--- config.mk ---
export PLATFORM = sky130hd
export DESIGN_NAME = seg_dac_switch_decoder
export DESIGN_NICKNAME = d
export VERILOG_FILES = /design/src/rtl/seg_dac_switch_decoder.sv
export SDC_FILE = /design/constraint.sdc
export NUM_CORES = 1
export LEC_CHECK = 0
export ABC_AREA = 1
export ABC_CLOCK_PERIOD_IN_PS = 2000
export BUFFER_PORTS_ARGS = -buffer_cell sky130_fd_sc_hd__buf_2
export CORE_ASPECT_RATIO = 1.25
export CORE_UTILIZATION = 49
export DETAILED_ROUTE_END_ITERATION = 6
export GPL_TIMING_DRIVEN = 1
export MAX_ROUTING_LAYER = met4
export PLACE_DENSITY = 0.87
export SYNTH_ARGS = -nofsm -noshare
export SYNTH_HDL_FRONTEND = slang
export SYNTH_SLANG_ARGS = --single-unit
export TNS_END_PERCENT = 1
--- constraint.sdc ---
create_clock -name clk -period 2 [get_ports clk]
set_input_delay 0.3 -clock clk [delete_from_list [all_inputs] [get_ports clk]]
set_output_delay 0.3 -clock clk [all_outputs]
set_load 0.01 [all_outputs]
--- src/rtl/seg_dac_switch_decoder.sv ---
module seg_dac_switch_decoder #(
  parameter int MSB_BITS  = 6,
  parameter int ULSB_BITS = 4,
  parameter int LLSB_BITS = 4,
  localparam int CODE_W = MSB_BITS + ULSB_BITS + LLSB_BITS,
  localparam int NCELL  = 1 << MSB_BITS,
  localparam int NUL    = (1 << ULSB_BITS) - 1
) (
  input  logic                 clk,
  input  logic                 rst_n,
  input  logic [CODE_W-1:0]    code,
  input  logic                 cal_act,
  input  logic [MSB_BITS-1:0]  cal_sel,
  output logic [NCELL-1:0]     msb_p,
  output logic [NCELL-1:0]     msb_n,
  output logic [NUL-1:0]       ulsb_p,
  output logic [NUL-1:0]       ulsb_n,
  output logic [LLSB_BITS-1:0] llsb_p,
  output logic [LLSB_BITS-1:0] llsb_n,
  output logic                 spare_p,
  output logic                 spare_n
);

  logic [CODE_W-1:0]   code_q;
  logic                act_q;
  logic [MSB_BITS-1:0] sel_q;

  always_ff @(posedge clk or negedge rst_n) begin
    if (!rst_n) begin
      code_q <= '0;
      act_q  <= 1'b0;
      sel_q  <= '0;
    end else begin
      code_q <= code;
      act_q  <= cal_act;
      sel_q  <= cal_sel;
    end
  end

  wire [MSB_BITS-1:0]  mfield = code_q[CODE_W-1 -: MSB_BITS];
  wire [ULSB_BITS-1:0] ufield = code_q[LLSB_BITS +: ULSB_BITS];
  wire [LLSB_BITS-1:0] lfield = code_q[LLSB_BITS-1:0];

  logic [NCELL-1:0] logical;
  logic [NCELL-1:0] routed;
  logic [NUL-1:0]   uth;
  wire              spare_d = act_q & logical[sel_q];

  for (genvar i = 0; i < NCELL; i++) begin : g_msb
    localparam logic [MSB_BITS-1:0] IDX = MSB_BITS'(i);
    if (i == NCELL - 1) begin : g_supply
      assign logical[i] = 1'b1;
    end else begin : g_data
      assign logical[i] = mfield > IDX;
    end
    assign routed[i] = logical[i] & ~(act_q && sel_q == IDX);
  end

  for (genvar j = 0; j < NUL; j++) begin : g_ulsb
    localparam logic [ULSB_BITS-1:0] JDX = ULSB_BITS'(j);
    assign uth[j] = ufield > JDX;
  end

  logic [NCELL-1:0]     msb_q;
  logic [NUL-1:0]       ulsb_q;
  logic [LLSB_BITS-1:0] llsb_q;
  logic                 spare_q;

  always_ff @(posedge clk or negedge rst_n) begin
    if (!rst_n) begin
      msb_q   <= '0;
      ulsb_q  <= '0;
      llsb_q  <= '0;
      spare_q <= 1'b0;
    end else begin
      msb_q   <= routed;
      ulsb_q  <= uth;
      llsb_q  <= lfield;
      spare_q <= spare_d;
    end
  end

  assign msb_p   = msb_q;
  assign msb_n   = ~msb_q;
  assign ulsb_p  = ulsb_q;
  assign ulsb_n  = ~ulsb_q;
  assign llsb_p  = llsb_q;
  assign llsb_n  = ~llsb_q;
  assign spare_p = spare_q;
  assign spare_n = ~spare_q;

endmodule

# == Word level (Yosys, flattened, before mapping) ==
# Index checks and enable logic that the tools add are counted.
# word_totals
mem_bits_ro,0
ramBits,0
inputBits,23
wordCells,348
latch_bits,0
regBits,105
mem_count,0
output_inout_bits,168
# op_classes
magnitude_cmp,79
n_addsub,0
reduce_logical,65
n_bitwise,132
n_eq_ne,63
n_shift,0
n_mux,2
n_div,0
mul,0
# op_table
op,n
"6-bit equality test, second input constant",32
"6-bit > comparator, second input constant",31
"6-bit by 5-bit equality test with 1-bit output, second input constant",16
"6-bit by 5-bit > comparator with 1-bit output, second input constant",16
1-bit inverter,65
1-bit bitwise AND,64
1-bit logical AND,64
64-bit inverter,1
"6-bit by 4-bit equality test with 1-bit output, second input constant",8
"6-bit by 4-bit > comparator with 1-bit output, second input constant",8
"4-bit > comparator, second input constant",7
"6-bit by 3-bit equality test with 1-bit output, second input constant",4
"6-bit by 3-bit > comparator with 1-bit output, second input constant",4
"4-bit by 3-bit > comparator with 1-bit output, second input constant",4
15-bit inverter,1
"6-bit by 2-bit equality test with 1-bit output, second input constant",2
"6-bit by 1-bit > comparator with 1-bit output, second input constant",2
"6-bit by 2-bit > comparator with 1-bit output, second input constant",2
"4-bit by 1-bit > comparator with 1-bit output, second input constant",2
"4-bit by 2-bit > comparator with 1-bit output, second input constant",2
"6-bit by 7-bit less-than comparator with 1-bit output, second input constant",1
1-bit binary-select mux with 6-bit select,1
"6-bit by 1-bit equality test with 1-bit output, second input constant",1
6-bit zero test,1
2 further kinds,2

# == Logic depth before layout (Yosys ltp) ==
# logic_depth
depth_word,4
mapped_depth,14
mapped_depth_nobuf,13

# == Worst setup path after synthesis ==
# OpenSTA, ideal clock, no wires.
# synth_path
path_type,flip-flop to flip-flop
from,register code_q[12]
to,"register spare_q, in the netlist spare_p"
setup_time_ns,0.115
synth_period_minus_slack_ns,1.518
required_ns,1.885
path_slack_ns,0.482
arrival_time_ns,1.402
path_stages_with_launch,14
path_buffers,1
path_cell_list,dfrtp_1 -> buf_4 -> inv_4 -> nand2_2 -> nor2_2 -> nand3_1 -> nand2_1 -> nand2_1 -> nand2_1 -> nor2_1 -> nand3_1 -> nand2_1 -> nand3_1 -> nor2_1
# synth_via
elab_chain_len,4
elab_cells_between_ends,66
classes_between,order compare: 63; mux: 2; bitwise: 1
# synth_lines
item,line,rtl
start: declaration,24,logic [CODE_W-1:0] code_q;
start signal: assignment,34,code_q <= code;
6-bit by 1-bit > comparator with 1-bit output (tied with other cells),54,assign logical[i] = mfield > IDX;
1-bit binary-select mux with 6-bit select *,47,wire spare_d = act_q & logical[sel_q];
1-bit two-way mux (implied by the code) *,47,
1-bit bitwise AND *,47,
via spare_d,47,
end signal: assignment,79,spare_q <= spare_d;
end: declaration,67,logic spare_q;
# The timed path passes the listed nets; every way through them passes the cells marked *. The select of a mux whose other input is x is not followed.

# == Worst setup path after layout ==
# Ends and elaborated chain as after synthesis.

==> flow_metrics.env <==
export IMPL_yosys_warnings=0
export IMPL_insertion_delay_ps=350
export IMPL_grt_max_degree=65
export IMPL_fmax_ghz=0.532
export IMPL_status="completed"
export IMPL_grt_pass1_wl_um=24400
export IMPL_areaGrowthSynthToFinish_pct=38.0
export IMPL_syn_cell_area_mm2=0.00481
export IMPL_drive_above_1_share_pct=34.9
export IMPL_first_global_vias=4701
export IMPL_rsz0062_at_grt="false"
export IMPL_cts_max_path_buffers=2
export IMPL_ioPinCount=191
export IMPL_root_buffer="clkbuf_16"
export IMPL_antenna_found_initial=0
export IMPL_place_congestion=1.03
export IMPL_synth_top_cell_by_area="dfrtp_1"
export IMPL_syn_avg_cell_area_um2=8.04
export IMPL_tightest_slew_ps=451
export IMPL_netlist_top_cells_area="dfrtp_1 55%, nand2_1 11%, inv_1 9.5%"
export IMPL_grt_overflow=0
export IMPL_via_per_inst=5.18
export IMPL_clkSinkCount=105
export IMPL_relSlewSlack_pct=69.9
export IMPL_cts_setup_buffers=0
export IMPL_drv_slew=0
export IMPL_skew_ps=8.56
export IMPL_tritoncts="yes"
export IMPL_die_area_mm2=0.0102
export IMPL_clkTransAtPathRegs_ps=70
export IMPL_cts_buffers_inserted=9
export IMPL_place_ws_ps=95.1
export IMPL_drv_cap=0
export IMPL_dp_cells=957
export IMPL_critPathCaptureType="register"
export IMPL_min_path_type="in2reg"
export IMPL_fill_cells=806
export IMPL_rows=40
export IMPL_cts_htree_levels=3
export IMPL_worstPathCellList="buf_4 -> o21ai_0 -> buf_4 -> nand3_1 -> nand2_1 -> nor2_1 -> nand2_1 -> nor2_1 -> nand3_1 -> nand2_1 -> nand2_1 -> nor2_1"
export IMPL_p_per_area_mw_per_mm2=750
export IMPL_synth_top_area_share_pct=54.7
export IMPL_setup_viol=0
export IMPL_path_common_cell="nand2_1"
export IMPL_multi_input_area_mm2=0.00160
export IMPL_cp_slowest_stage_delay_ps=440
export IMPL_syn_inst=598
export IMPL_wire_per_inst_um=16.3
export IMPL_syn_num_nets=621
export IMPL_peakVddDrop_mv=0.501
export IMPL_drtIter0Drc=358
export IMPL_setup_worst_path_start_class="register"
export IMPL_grtUsageTotal_pct=32.7
export IMPL_fin_crit_sh_pct=94.0
export IMPL_cp_arrival_ps=2160
export IMPL_core_mm2=0.00956
export IMPL_fin_nets=866
export IMPL_p_leak_nw=3.81
export IMPL_period_needed_ps=1880
export IMPL_setup_ws_ps=120
export IMPL_stdcell_count=974
export IMPL_drtAntennaViolNets=0
export IMPL_seq_area_frac_synth_pct=54.7
export IMPL_dr_pass1_iters=5
export IMPL_crit_type="reg2reg"
export IMPL_die_w_um=90.6
export IMPL_worst_path_max_fanout=10
export IMPL_routed_wl_um=15900
export IMPL_yosys_register_bits=105
export IMPL_cp_slowest_cell="dfrtp_1"
export IMPL_yosys_cell_types_count=30
export IMPL_start_util_pct=50.3
export IMPL_fin_setup_tns_ps=0
export IMPL_vias=5042
export IMPL_power_mw=4.98
export IMPL_hold_viol=0
export IMPL_n_antenna_cell=0
export IMPL_port_buffers=190
export IMPL_drc=0
export IMPL_seq_area_mm2=0.00263
export IMPL_die_h_um=113
export IMPL_critPathRequiredTime_ps=2280
export IMPL_place_hpwl_um=12300
## path summary, 6_finish.rpt
| kind | from | endpoint | slack [ps] | depth (start not counted) |
|---|---|---|---|---|
| max | code_q[12]$_DFF_PN0_ | spare_p$_DFF_PN0_ | 120 | 12 |
| min | cal_sel[1] | sel_q[1]$_DFF_PN0_ | 50 | 1 |
| max reg2reg | code_q[12]$_DFF_PN0_ | spare_p$_DFF_PN0_ | 120 | 12 |
| min reg2reg | code_q[3]$_DFF_PN0_ | llsb_p[3]$_DFF_PN0_ | 350 | 0 |
| max in group asynchronous | rst_n | code_q[13]$_DFF_PN0_ | 1020 | 3 |
| min in group asynchronous | rst_n | code_q[2]$_DFF_PN0_ | 350 | 2 |
## flip-flops by register name (all words and copies together), names as in the netlist
| register | flops |
|---|---|
| msb_p | 64 |
| spare_p | 1 |
| sel_q | 6 |
| ulsb_p | 15 |
| act_q | 1 |
| llsb_p | 4 |
| code_q | 14 |
## through the flow
stage / cell area [µm²] / util [%] / hold slack, ps
detailed placement: 6300 / 65.9 / 157
global route: 6630 / 69.4 / 38.4
finish: 6630 / 69.4 / 51.9
CTS: 6620 / 69.2 / 50.1
floorplan: 4810 / - / 4.41
global placement: 6300 / 65.9 / 158
## layout by cell type (no fill, tap or decap), drive strengths merged
cell and n:
inv 134, nand3b 1, nand3 37, nand4 4, nand2 144, dlygate4sd3 1, bufinv 1, dfrtp 105
clkinvlp 2, a21boi 4, clkinv 2, a32oi 1, nor2 67, nor3 1, buf 250, a22oi 20
a211oi 2, a21oi 48, a22o 2, o21ai 12, clkbuf 10
## cell families (layout without fill, tap and decap cells)
kind of cell           after synthesis  in the layout  share of synthesized area (%)
AO/OA/AOI/OAI                       89             89                           11.0
buffers and inverters              150            400                           12.3
flip-flops                         105            105                           54.7
AND/OR/NAND/NOR                    254            254                           22.0
## final cells by class
class | count | area share (%)
Timing Repair Buffer | 251 | 21.7
Clock inverter | 6 | 1.15
Inverter | 133 | 7.56
Clock buffer | 10 | 3.45
Multi-Input combinational cell | 343 | 24.1
Tap cell | 126 | 2.38
Sequential cell | 105 | 39.7
## Yosys cell counts
cell,count
nand4_1,4
dfrtp_1,105
nor3_1,1
nor2_4,2
inv_2,10
nor2_2,5
a21boi_0,3
clkinv_1,1
nand3_1,36
nand3b_1,1
a211oi_1,2
a21oi_2,1
a21oi_1,47
buf_2,5
clkbuf_2,1
a32oi_1,1
buf_4,5
a22oi_1,20
nor2_1,60
a22o_1,2
o21ai_2,1
nand2_2,4
inv_4,1
nand3_2,1
nand2_1,140
a21boi_1,1
clkbuf_1,6
o21ai_0,6
inv_1,121
o21ai_1,5
## per-layer routing
metal | track usage [%] | routed length (µm)
met5 | - | 0
met4 | 14.8 | 561
met3 | 6.12 | 1300
met2 | 54.2 | 8030
met1 | 38.8 | 5970
## worst max-delay path: cells and delay by family, from the launching register on
family                 cells  cell delay [ps]
buffers and inverters      2              420
and+or+nand+nor            9              810
AOI/OAI and AO/OA          1              150
DFF                        1              440
## report_power, final
part	internal (mW)	switching, mW	total (mW)	leakage [nW]
clock network	0.991	0.796	1.79	0.143
registers	2.24	0.0776	2.32	1.21
logic	0.327	0.546	0.873	2.46
total	3.56	1.42	4.98	3.81
## timing repair
| action | CTS | global route |
|---|---|---|
| endpoints found under the setup margin | 0 | 1 |
| resized for setup | 0 | 7 |
| endpoints found under the hold margin | 12 | 0 |
| hold buffers | 1 | 0 |
Power figures use the tool's default switching activity.
